## config.mk

```make
export PLATFORM = sky130hd
export DESIGN_NAME = gpio_intr_detect
export DESIGN_NICKNAME = d
export VERILOG_FILES = /design/src/rtl/gpio_intr_pkg.sv /design/src/rtl/gpio_intr_ctrl.sv /design/src/rtl/gpio_intr_line.sv /design/src/rtl/gpio_intr_datapath.sv /design/src/rtl/gpio_intr_detect.sv
export SDC_FILE = /design/constraint.sdc
export NUM_CORES = 1
export LEC_CHECK = 0
export BUFFER_PORTS_ARGS = -buffer_cell sky130_fd_sc_hd__buf_4
export CAP_MARGIN = 40
export CORE_UTILIZATION = 50
export CTS_CLUSTER_SIZE = 24
export DETAILED_ROUTE_END_ITERATION = 8
export HOLD_SLACK_MARGIN = 0.1
export PLACE_DENSITY = 0.69
export SLEW_MARGIN = 20
export SYNTH_ARGS = -nofsm -noshare
export SYNTH_HDL_FRONTEND = slang
export SYNTH_SLANG_ARGS = --single-unit
```

## constraint.sdc

```tcl
create_clock -name clk -period 1.8 [get_ports clk]
set_input_delay 0.36 -clock clk [delete_from_list [all_inputs] [get_ports clk]]
set_output_delay 0.36 -clock clk [all_outputs]
set_load 0.05 [all_outputs]
```

## src/rtl/gpio_intr_pkg.sv

```systemverilog
package gpio_intr_pkg;

  localparam int unsigned REG_ADDR_W = 3;

  typedef enum logic [REG_ADDR_W-1:0] {
    ADDR_STATUS   = 3'd0,
    ADDR_ENABLE   = 3'd1,
    ADDR_POLARITY = 3'd2,
    ADDR_LEVELSEL = 3'd3,
    ADDR_BOTHEDGE = 3'd4
  } regAddrE;

  // strobes from the control to the datapath
  typedef struct packed {
    logic wrStatus;
    logic wrEnable;
    logic wrPolarity;
    logic wrLevelSel;
    logic wrBothEdge;
    logic rdHit;
    logic [REG_ADDR_W-1:0] rdSel;
  } ctrlStrobeT;

endpackage

```

## src/rtl/gpio_intr_ctrl.sv

```systemverilog
module gpio_intr_ctrl
  import gpio_intr_pkg::*;
(
  input  logic                  clk,
  input  logic                  rstN,
  input  logic [REG_ADDR_W-1:0] regAddr,
  input  logic                  regWrEn,
  output ctrlStrobeT            strobe
);

  logic addrKnown;

  always_comb begin
    addrKnown = (regAddr <= REG_ADDR_W'(ADDR_BOTHEDGE));
    strobe            = '0;
    strobe.rdSel      = regAddr;
    strobe.rdHit      = addrKnown;
    strobe.wrStatus   = regWrEn && (regAddr == REG_ADDR_W'(ADDR_STATUS));
    strobe.wrEnable   = regWrEn && (regAddr == REG_ADDR_W'(ADDR_ENABLE));
    strobe.wrPolarity = regWrEn && (regAddr == REG_ADDR_W'(ADDR_POLARITY));
    strobe.wrLevelSel = regWrEn && (regAddr == REG_ADDR_W'(ADDR_LEVELSEL));
    strobe.wrBothEdge = regWrEn && (regAddr == REG_ADDR_W'(ADDR_BOTHEDGE));
  end


  wr_onehot_chk: assert property (@(posedge clk) disable iff (!rstN)
    $onehot0({strobe.wrStatus, strobe.wrEnable, strobe.wrPolarity,
              strobe.wrLevelSel, strobe.wrBothEdge}));


  wr_unmapped_chk: assert property (@(posedge clk) disable iff (!rstN)
    !strobe.rdHit |-> !(strobe.wrStatus || strobe.wrEnable || strobe.wrPolarity ||
                        strobe.wrLevelSel || strobe.wrBothEdge));

endmodule

```

## src/rtl/gpio_intr_line.sv

```systemverilog
module gpio_intr_line (
  input  logic clk,
  input  logic rstN,
  input  logic sampleValid,
  input  logic sampleBit,
  input  logic polarity,
  input  logic levelSel,
  input  logic bothEdge,
  input  logic clrReq,
  output logic statusBit
);

  logic heldQ, statusQ;
  logic riseHit, fallHit, edgeHit, levelHit, eventHit;

  always_comb begin
    riseHit  = sampleValid && sampleBit && !heldQ;
    fallHit  = sampleValid && !sampleBit && heldQ;
    edgeHit  = bothEdge ? (riseHit || fallHit) : (polarity ? riseHit : fallHit);
    levelHit = (heldQ == polarity);
    eventHit = levelSel ? levelHit : edgeHit;
  end

  always_ff @(posedge clk) begin
    if (!rstN) begin
      heldQ   <= 1'b0;
      statusQ <= 1'b0;
    end else begin
      if (sampleValid) heldQ <= sampleBit;
      statusQ <= eventHit || (statusQ && !clrReq);
    end
  end

  assign statusBit = statusQ;


  clear_takes_chk: assert property (@(posedge clk) disable iff (!rstN)
    (clrReq && !eventHit) |=> !statusQ);


  event_wins_chk: assert property (@(posedge clk) disable iff (!rstN)
    eventHit |=> statusQ);


  sticky_chk: assert property (@(posedge clk) disable iff (!rstN)
    (statusQ && !clrReq) |=> statusQ);


  no_strobe_no_edge_chk: assert property (@(posedge clk) disable iff (!rstN)
    (!levelSel && !sampleValid && !statusQ) |=> !statusQ);

endmodule

```

## src/rtl/gpio_intr_datapath.sv

```systemverilog
module gpio_intr_datapath
  import gpio_intr_pkg::*;
#(
  parameter int unsigned NUM_LINES = 32
) (
  input  logic                 clk,
  input  logic                 rstN,
  input  ctrlStrobeT           strobe,
  input  logic                 sampleValid,
  input  logic [NUM_LINES-1:0] sampleIn,
  input  logic [NUM_LINES-1:0] regWrData,
  output logic [NUM_LINES-1:0] regRdData,
  output logic                 irqOut
);

  logic [NUM_LINES-1:0] enableQ, polarityQ, levelSelQ, bothEdgeQ;
  logic [NUM_LINES-1:0] statusVec, clrVec;

  always_ff @(posedge clk) begin
    if (!rstN) begin
      enableQ   <= '0;
      polarityQ <= '0;
      levelSelQ <= '0;
      bothEdgeQ <= '0;
    end else begin
      if (strobe.wrEnable)   enableQ   <= regWrData;
      if (strobe.wrPolarity) polarityQ <= regWrData;
      if (strobe.wrLevelSel) levelSelQ <= regWrData;
      if (strobe.wrBothEdge) bothEdgeQ <= regWrData;
    end
  end

  assign clrVec = strobe.wrStatus ? regWrData : '0;

  for (genvar i = 0; i < NUM_LINES; i++) begin : g_line
    gpio_intr_line u_line (
      .clk        (clk),
      .rstN       (rstN),
      .sampleValid(sampleValid),
      .sampleBit  (sampleIn[i]),
      .polarity   (polarityQ[i]),
      .levelSel   (levelSelQ[i]),
      .bothEdge   (bothEdgeQ[i]),
      .clrReq     (clrVec[i]),
      .statusBit  (statusVec[i])
    );
  end

  always_comb begin
    regRdData = '0;
    if (strobe.rdHit) begin
      unique case (strobe.rdSel)
        REG_ADDR_W'(ADDR_STATUS):   regRdData = statusVec;
        REG_ADDR_W'(ADDR_ENABLE):   regRdData = enableQ;
        REG_ADDR_W'(ADDR_POLARITY): regRdData = polarityQ;
        REG_ADDR_W'(ADDR_LEVELSEL): regRdData = levelSelQ;
        REG_ADDR_W'(ADDR_BOTHEDGE): regRdData = bothEdgeQ;
        default:                    regRdData = '0;
      endcase
    end
  end

  assign irqOut = |(statusVec & enableQ);


  irq_quiet_chk: assert property (@(posedge clk) disable iff (!rstN)
    (enableQ == '0) |-> !irqOut);

endmodule

```

## src/rtl/gpio_intr_detect.sv

```systemverilog
module gpio_intr_detect
  import gpio_intr_pkg::*;
#(
  parameter int unsigned NUM_LINES = 32
) (
  input  logic                  clk,
  input  logic                  rstN,
  input  logic                  sampleValid,
  input  logic [NUM_LINES-1:0]  sampleIn,
  input  logic [REG_ADDR_W-1:0] regAddr,
  input  logic                  regWrEn,
  input  logic [NUM_LINES-1:0]  regWrData,
  output logic [NUM_LINES-1:0]  regRdData,
  output logic                  irqOut
);

  ctrlStrobeT strobe;

  gpio_intr_ctrl u_ctrl (
    .clk    (clk),
    .rstN   (rstN),
    .regAddr(regAddr),
    .regWrEn(regWrEn),
    .strobe (strobe)
  );

  gpio_intr_datapath #(.NUM_LINES(NUM_LINES)) u_dp (
    .clk        (clk),
    .rstN       (rstN),
    .strobe     (strobe),
    .sampleValid(sampleValid),
    .sampleIn   (sampleIn),
    .regWrData  (regWrData),
    .regRdData  (regRdData),
    .irqOut     (irqOut)
  );

endmodule

```

* Word-level counts from Yosys, hierarchy flattened
Index checks and enable logic that the tools add are counted.
** Cells by class
- Magnitude comparators :: 1
- Equal/unequal tests :: 36
- Muxes and demuxes :: 99
- Bitwise operators :: 1
- Reduce and logical (&&, ||, !) cells :: 327
** Operator list (number)
- logical AND 1 bit :: 165
- case mux 32 bit (5 select lines) :: 1
- zero test 1 bit :: 96
- two-way mux 1 bit :: 96
- logical OR 1 bit :: 64
- two-way mux 32 bit :: 2
- bitwise AND 32 bit :: 1
- equality test 1 bit :: 32
- OR reduction 32 bit :: 1
- equality test 3 x 2 -> 1 bit (second input constant) :: 2
- equality test 3 x 1 -> 1 bit (second input constant) :: 1
- equality test 3 bit (second input constant) :: 1
- less-or-equal comparator 3 bit (second input constant) :: 1
- zero test 3 bit :: 1
** Word-level totals
- Flip-flop bits (word level) :: 192
- Input port bits :: 71
- Output and inout bits :: 33
- Word-level logic and storage cells :: 532

* Longest topological paths before layout
Gate-level depths: netlist of the first run.
- Depth after elaboration :: 7
- Depth in mapped cells :: 7
- Depth with buffers taken out :: 4

* Cells and area by module
A second synthesis of the first run with hierarchy kept.
** Unflattened totals
- Cells, all modules :: 1192
- Area, all modules :: 11086.9 um^2
** Modules (own cells, without submodules)
- gpio_intr_datapath :: instances 1, cells each 734, area each 7185.6 um^2, sequential area each 2562.5 um^2
- gpio_intr_line :: instances 32, cells each 14, area each 118.9 um^2, sequential area each 40.0 um^2
- gpio_intr_ctrl :: instances 1, cells each 10, area each 97.6 um^2, sequential area each 0.0 um^2

* Worst setup path after synthesis of the first run
OpenSTA, ideal clock, no wires.
- Path kind :: input -> output
- Start :: input regAddr[1]
- End :: output regRdData[30]
- Data arrival time :: 1987 ps
- Path slack :: -547 ps
- Cell stages on the path :: 3
- Cell sequence :: buf_2 -> buf_4 -> o32ai_1
** On the way
- Word-level cells in the longest chain between the ends :: 3
- Elaborated cells on any way between the ends :: 8
** RTL lines
- from (decl) :: RTL line gpio_intr_detect.sv:10 : input logic [REG_ADDR_W-1:0] regAddr,
- equality test 3 bit (tied with other cells) :: RTL line gpio_intr_datapath.sv:52 : unique case (strobe.rdSel)
- case mux 32 bit (5 select lines) :: RTL line gpio_intr_datapath.sv:52
- two-way mux 32 bit (*) :: RTL line gpio_intr_datapath.sv:51 : if (strobe.rdHit) begin
- to (decl) :: RTL line gpio_intr_detect.sv:13 : output logic [NUM_LINES-1:0] regRdData,
Every way passes the cells marked *; elsewhere a longest branch is shown, timed or not.

* Final worst setup path of the first run
- Start :: register u_dp.enableQ[26]
- End :: output irqOut
** On the way
- Word-level cells in the longest chain between the ends :: 2
** RTL lines
- from (decl) :: RTL line gpio_intr_datapath.sv:16 : logic [NUM_LINES-1:0] enableQ, polarityQ, levelSelQ, bothEdgeQ;
- from (signal assigned) :: RTL line gpio_intr_datapath.sv:26 : if (strobe.wrEnable) enableQ <= regWrData;
- bitwise AND 32 bit :: RTL line gpio_intr_datapath.sv:63 : assign irqOut = |(statusVec & enableQ);
- OR reduction 32 bit :: RTL line gpio_intr_datapath.sv:63
- to (decl) :: RTL line gpio_intr_detect.sv:14 : output logic irqOut
Every way passes these cells.

==> impl_metrics.json, run 1 <==
{
  "multiInputGateArea_mm2": 0.00609,
  "fin_crit_sh_pct": 124,
  "cp_num_buf_inv": 2,
  "max-clock-path-buffers": 2,
  "critPathMaxFanout": 2,
  "netlist.area_leader.share_pct": 37.8,
  "synthCells": 1232,
  "hpwl_um": 20900,
  "crit_chain": "a22oi_2 > buf_4 > nand4_1 > or4_4 > buf_12",
  "final_cells": 1662,
  "cts_tree": "yes",
  "grt_antenna_before_repair": 0,
  "core.rowCount": 51,
  "hold_viol_final": 0,
  "ys_top_cells_by_area": "dfxtp_1, nand2_1, a21boi_1, mux2i_1, nand3_1",
  "status": "complete, but fails checks",
  "clk_pin_slew_ns": 0.08,
  "clk_latency_ns": 0.44,
  "yosys.area.top_type": "dfxtp_1",
  "rsz0062_at_grt": "true",
  "ys_warn_count": 0,
  "drc_errors": 0,
  "drtPass1Iterations": 5,
  "post-place-cells": 1596,
  "gr-usage-met2_pct": 53.2,
  "critical_path_class": "register to primary output",
  "ir_drop_v": 0.000658,
  "fillerInstances": 1555,
  "grt_max_degree": 129,
  "fp.coreArea_mm2": 0.0197,
  "antenna_cells": 0,
  "synthFlopType": "dfxtp_1",
  "clock-skew-final_ns": 0.0115,
  "end_kind": "primary output",
  "synth_common_cells": "nand2_1, dfxtp_1, nand3_1",
  "ys_types": 39,
  "maxCapViolCount": 0,
  "area_growth_pct": 31.9,
  "critPathRequiredTime_ns": 1.44,
  "start_util_pct": 51.6,
  "h-tree-depth": 4,
  "drive_gt1_share_pct": 26.9,
  "crit_cells": 5,
  "grt_pass1_vias": 9516,
  "viasPerCell": 6.10,
  "die_h_um": 145,
  "tightest_slew_ns": 0.555,
  "power.leakage_nw": 5.05,
  "drt-total-wl_um": 33500,
  "root_buffer": "clkbuf_16",
  "design.portCount": 104,
  "layout_min_cycle_time_ns": 2.24,
  "hold_buffers": 0,
  "worstReg2RegStart": "u_dp.levelSelQ[8]",
  "synth.avg_cell_area_um2": 8.26,
  "ant_nets": 0,
  "seq_area_frac_synth_pct": 37.8,
  "setup_ws_ns": -0.438,
  "hp-class": "input pin to register",
  "r2r-end": "u_dp.g_line[8].u_line.statusBit",
  "grt_usage_pct": 31.7,
  "drtIter0Drc": 835,
  "portBuffers": 103,
  "setup_viol": 33,
  "power.total_w": 0.0102,
  "whs_endpoint": "u_dp.levelSelQ[8]",
  "relSlewSlack_pct": 63.0,
  "clock-sinks": 192,
  "seqCellArea_mm2": 0.00392,
  "start_kind": "register",
  "cpPeakStageDelay_ns": 0.55,
  "met1_usage_pct": 39.8,
  "slowest_stage": "or4_4",
  "reg2regPathDepth": 4,
  "die_w_um": 145,
  "dieArea_mm2": 0.0209,
  "cts_buffers": 17,
  "final_max_slew_viol_count": 0,
  "grt_overflow": 0,
  "hold_depth": 3,
  "top_usage_layer": "met2",
  "violations": "setup timing",
  "syn_nets": 1303,
  "gr-usage-met3_pct": 6.36,
  "max_clock_freq_ghz": 0.447,
  "final_nets": 1455,
  "hold_path.startpoint": "regWrData[8]",
  "ys_async_sr_fraction_pct": 0,
  "synth_seq_cells": 192,
  "pwr_density_cell_mw_per_mm2": 763,
  "ff2ff_setup_slack_ns": 0.61,
  "fin_tns_setup_ns": -4.33,
  "synth_edf_count": 0,
  "gp_congestion": 0.859,
  "yosysMostFrequentCell": "nand2_1",
  "crit_arrival_ns": 1.88,
  "vias": 10141,
  "grt_pass1_wl_um": 50100,
  "syn_area_mm2": 0.0102,
  "wire_per_inst_um": 20.2,
  "cp_top_family": "simple AND/OR/NAND/NOR gates"
}
[worst max path at each step]
| stage | startpoint | endpoint | slack (ns) |
|---|---|---|---|
| finish | u_dp.enableQ[26] | irqOut | -0.44 |
| floorplan | regAddr[1] | regRdData[10] | -0.03 |
| global route | u_dp.enableQ[26] | irqOut | -0.50 |
| global placement | regAddr[1] | regRdData[7] | -0.14 |
| detailed placement | regAddr[0] | regRdData[0] | -0.19 |
| CTS | u_dp.enableQ[23] | irqOut | -0.41 |
[registers in the layout (all words and copies together), names as in the netlist]
signal	cells
u_dp.enableQ	32
u_dp.bothEdgeQ	32
u_dp.levelSelQ	32
u_dp.g_line.u_line.heldQ	32
u_dp.polarityQ	32
u_dp.g_line.u_line.statusBit	32
[worst min-delay path, stage by stage]
cell      delay [ns]
buf_4           0.13
nand2_1         0.05
a21boi_1        0.05
[through the flow]
step / utilization [%] / hold slack, ns / cell area [um2] / setup slack (ns)
3_3_place_gp: 59.3 / 0.463 / 11700 / -0.142
2_1_floorplan: - / 0.445 / 10200 / -0.0322
4_1_cts: 66.2 / 0.184 / 13000 / -0.408
3_5_place_dp: 59.3 / 0.466 / 11700 / -0.189
5_1_grt: 68.1 / 0.192 / 13400 / -0.502
6_report: 68.1 / 0.186 / 13400 / -0.438
[timing repair]
action | 4_1_cts | 5_1_grt
endpoints found under the setup margin | 33 | 33
gates cloned | 3 | 4
buffers inserted | 19 | 14
pin swaps | 29 | 31
gates resized for setup | 179 | 65
[report_power, final]
| group | switching (W) | internal, W |
|---|---|---|
| Sequential | 0.000192 | 0.00439 |
| Clock | 0.00175 | 0.00255 |
| Combinational | 0.000711 | 0.000640 |
| Total | 0.00266 | 0.00758 |
[routing by layer]
| metal | up-vias | share of wire (%) |
|---|---|---|
| met1 | 4890 | 41 |
| met2 | 456 | 48 |
| met3 | 80 | 8.0 |
| met4 | 0 | 3.2 |
| li1 | 4715 | - |
| met5 | - | 0 |
[cells in the final DEF, fill, tap and decap left out, drive strengths merged, types with 5 or more instances in the layout]
cell,instances
nor3b,61
mux2i,63
o311ai,58
o21ai,34
inv,34
a21boi,130
nand2,291
nor2b,34
buf,212
dfxtp,192
a22oi,16
xnor2,30
bufinv,5
clkbuf,23
nand3b,30
nand3,117
a221o,31
[final cells by class]
class,count,area share (%)
Clock buffer,19,3.37
Clock inverter,13,1.55
Timing Repair Buffer,216,17.1
Inverter,32,0.895
Multi-Input combinational cell,925,45.4
Tap cell,265,2.47
Sequential cell,192,29.2
[kinds of logic (layout without fill, tap and decap cells)]
logic type / after synthesis / in the layout / share of synthesized area, %
AOI/OAI and AO/OA: 278 / 278 / 21.1
xor gates and xnor gates: 34 / 34 / 2.93
buffers and inverters: 115 / 280 / 5.13
DFF: 192 / 192 / 37.8
muxes: 64 / 64 / 6.42
and+or+nand+nor: 549 / 549 / 26.6
No activity file was read; power rests on OpenSTA's default activity.
==> inputs of run 2 (changes only) <==
CELL_PAD_IN_SITES_DETAIL_PLACEMENT = 1   (was unset)
CELL_PAD_IN_SITES_GLOBAL_PLACEMENT = 1   (was unset)
CORE_UTILIZATION = 45   (was 50)
PLACE_DENSITY = unset   (was 0.69)
PLACE_DENSITY_LB_ADDON = 0.1   (was unset)
==> run 2 against run 1 <==
Net effect:
- the run ends with DRC, setup timing left
- cell count grew 1.7%
- wire length grew 19%
- combinational power rose by 5%
- setup slack worse by 0.072 ns
==> impl_metrics.json, run 2 (synthesis gave the netlist of run 1 again) <==
{
  "hpwl_um": 24500,
  "final_cells": 1690,
  "layout_commonest_cell": "nand2_1",
  "final_nets": 1468,
  "drc_errors": 5,
  "grt_max_degree": 120,
  "wire_per_inst_um": 23.5,
  "setup_ws_ns": -0.510,
  "critical_path_class": "register to primary output",
  "setup_viol": 33,
  "area_growth_pct": 31.7,
  "tightest_slew_ns": 0.489,
  "post-place-cells": 1630,
  "cts_buffers": 17,
  "start_util_pct": 46.2,
  "power.leakage_nw": 4.97,
  "max-clock-path-buffers": 2,
  "layout_common_cells": "nand2_1, dfxtp_1, buf_4, nand3_1, a21boi_1",
  "clk_latency_ns": 0.44,
  "start_kind": "register",
  "viasPerCell": 6.23,
  "clk_pin_slew_ns": 0.08,
  "h-tree-depth": 4,
  "fin_crit_sh_pct": 128,
  "drt-total-wl_um": 39800,
  "final_util_pct": 60.8,
  "die_h_um": 152,
  "crit_arrival_ns": 1.95,
  "core.rowCount": 54,
  "pwr_density_cell_mw_per_mm2": 754,
  "hold_viol_final": 0,
  "clock-skew-final_ns": 0.0148,
  "hp-class": "input pin to register",
  "vias": 10523,
  "reg2regPathDepth": 3,
  "drtPass1Iterations": 8,
  "gp_congestion": 0.829,
  "portBuffers": 103,
  "cts_tree": "yes",
  "final_max_slew_viol_count": 0,
  "drtIter0Drc": 737,
  "clock-sinks": 192,
  "ant_nets": 0,
  "fp.coreArea_mm2": 0.0220,
  "drive_gt1_share_pct": 25.0,
  "root_buffer": "clkbuf_16",
  "grt_pass1_vias": 11134,
  "maxCapViolCount": 0,
  "max_clock_freq_ghz": 0.433,
  "hold_depth": 3,
  "layout_min_cycle_time_ns": 2.31,
  "status": "complete, but fails checks",
  "design.portCount": 104,
  "grt_antenna_before_repair": 0,
  "die_w_um": 152,
  "violations": "DRC, setup timing",
  "dieArea_mm2": 0.0232,
  "ir_drop_v": 0.000608,
  "critPathMaxFanout": 2,
  "grt_pass1_wl_um": 62200,
  "relSlewSlack_pct": 67.0,
  "grt_usage_pct": 34.2,
  "antenna_cells": 0,
  "critPathRequiredTime_ns": 1.44,
  "rsz0062_at_grt": "true",
  "end_kind": "primary output",
  "grt_overflow": 0
}
==> run 2: changes by cell type in the layout (fill, tap and decap cells not counted), sizes merged <==
cell / before / now
bufinv: 5 / 3
clkinvlp: 4 / 2
inv: 34 / 38
buf: 212 / 229
clkbuf: 23 / 19
==> run 2: final cells by class <==
class	count	area (um2)
fill	2534	8630
clock inverter	13	174
multi-input combinational	925	5960
tap	280	350
inverter	32	120
timing repair buffer	229	2430
clock buffer	19	443
sequential	192	3910
==> run 2: metrics by stage <==
step / TNS [ns] / hold slack [ns] / total power, W / area (um2) / setup slack (ns)
floorplan: -0.653 / 0.445 / 0.00528 / 10200 / -0.0322
global placement: -6.54 / 0.472 / 0.00586 / 11900 / -0.162
detailed placement: -9.51 / 0.481 / 0.00590 / 11900 / -0.185
CTS: -4.74 / 0.187 / 0.0101 / 13300 / -0.492
global route: -6.21 / 0.197 / 0.0104 / 13400 / -0.534
finish: -4.63 / 0.192 / 0.0101 / 13400 / -0.510
==> run 2: final timing paths <==
check	from	to	slack (ns)
worst max-delay path	u_dp.g_line[28].u_line.statusBit	irqOut	-0.51
worst min-delay path	sampleIn[1]	u_dp.g_line[1].u_line.heldQ	0.19
worst max register to register	u_dp.g_line[19].u_line.heldQ	u_dp.g_line[19].u_line.statusBit	0.45
worst min register to register	u_dp.bothEdgeQ[0]	u_dp.bothEdgeQ[0]	0.49
==> run 2: critical path, stage by stage, from the launching register on <==
cell,delay [ns]
dfxtp_1,0.37
a22oi_2,0.27
nand4_1,0.14
or4_4,0.55
buf_12,0.17
==> run 2: report_power, final <==
group          internal (W)  switching, W  leakage, nW
registers           0.00439      0.000203         1.58
clock network       0.00226       0.00182        0.297
logic              0.000662      0.000754         3.09
==> run 2: routing by layer <==
| layer | track usage, % | part of all wire, % | up-vias |
|---|---|---|---|
| li1 | - | - | 4731 |
| met1 | 40.9 | 40 | 5271 |
| met2 | 59.0 | 49 | 406 |
| met3 | 5.83 | 6.0 | 115 |
| met4 | 17.6 | 4.0 | 0 |
| met5 | 0 | 0 | - |
==> run 2: timing repair <==
item | CTS | global route
pin swaps | 29 | 18
gates resized for setup | 186 | 34
setup endpoints to repair | 33 | 34
setup buffers | 22 | 15
gates cloned | 4 | 0
hold buffers | 0 | 0
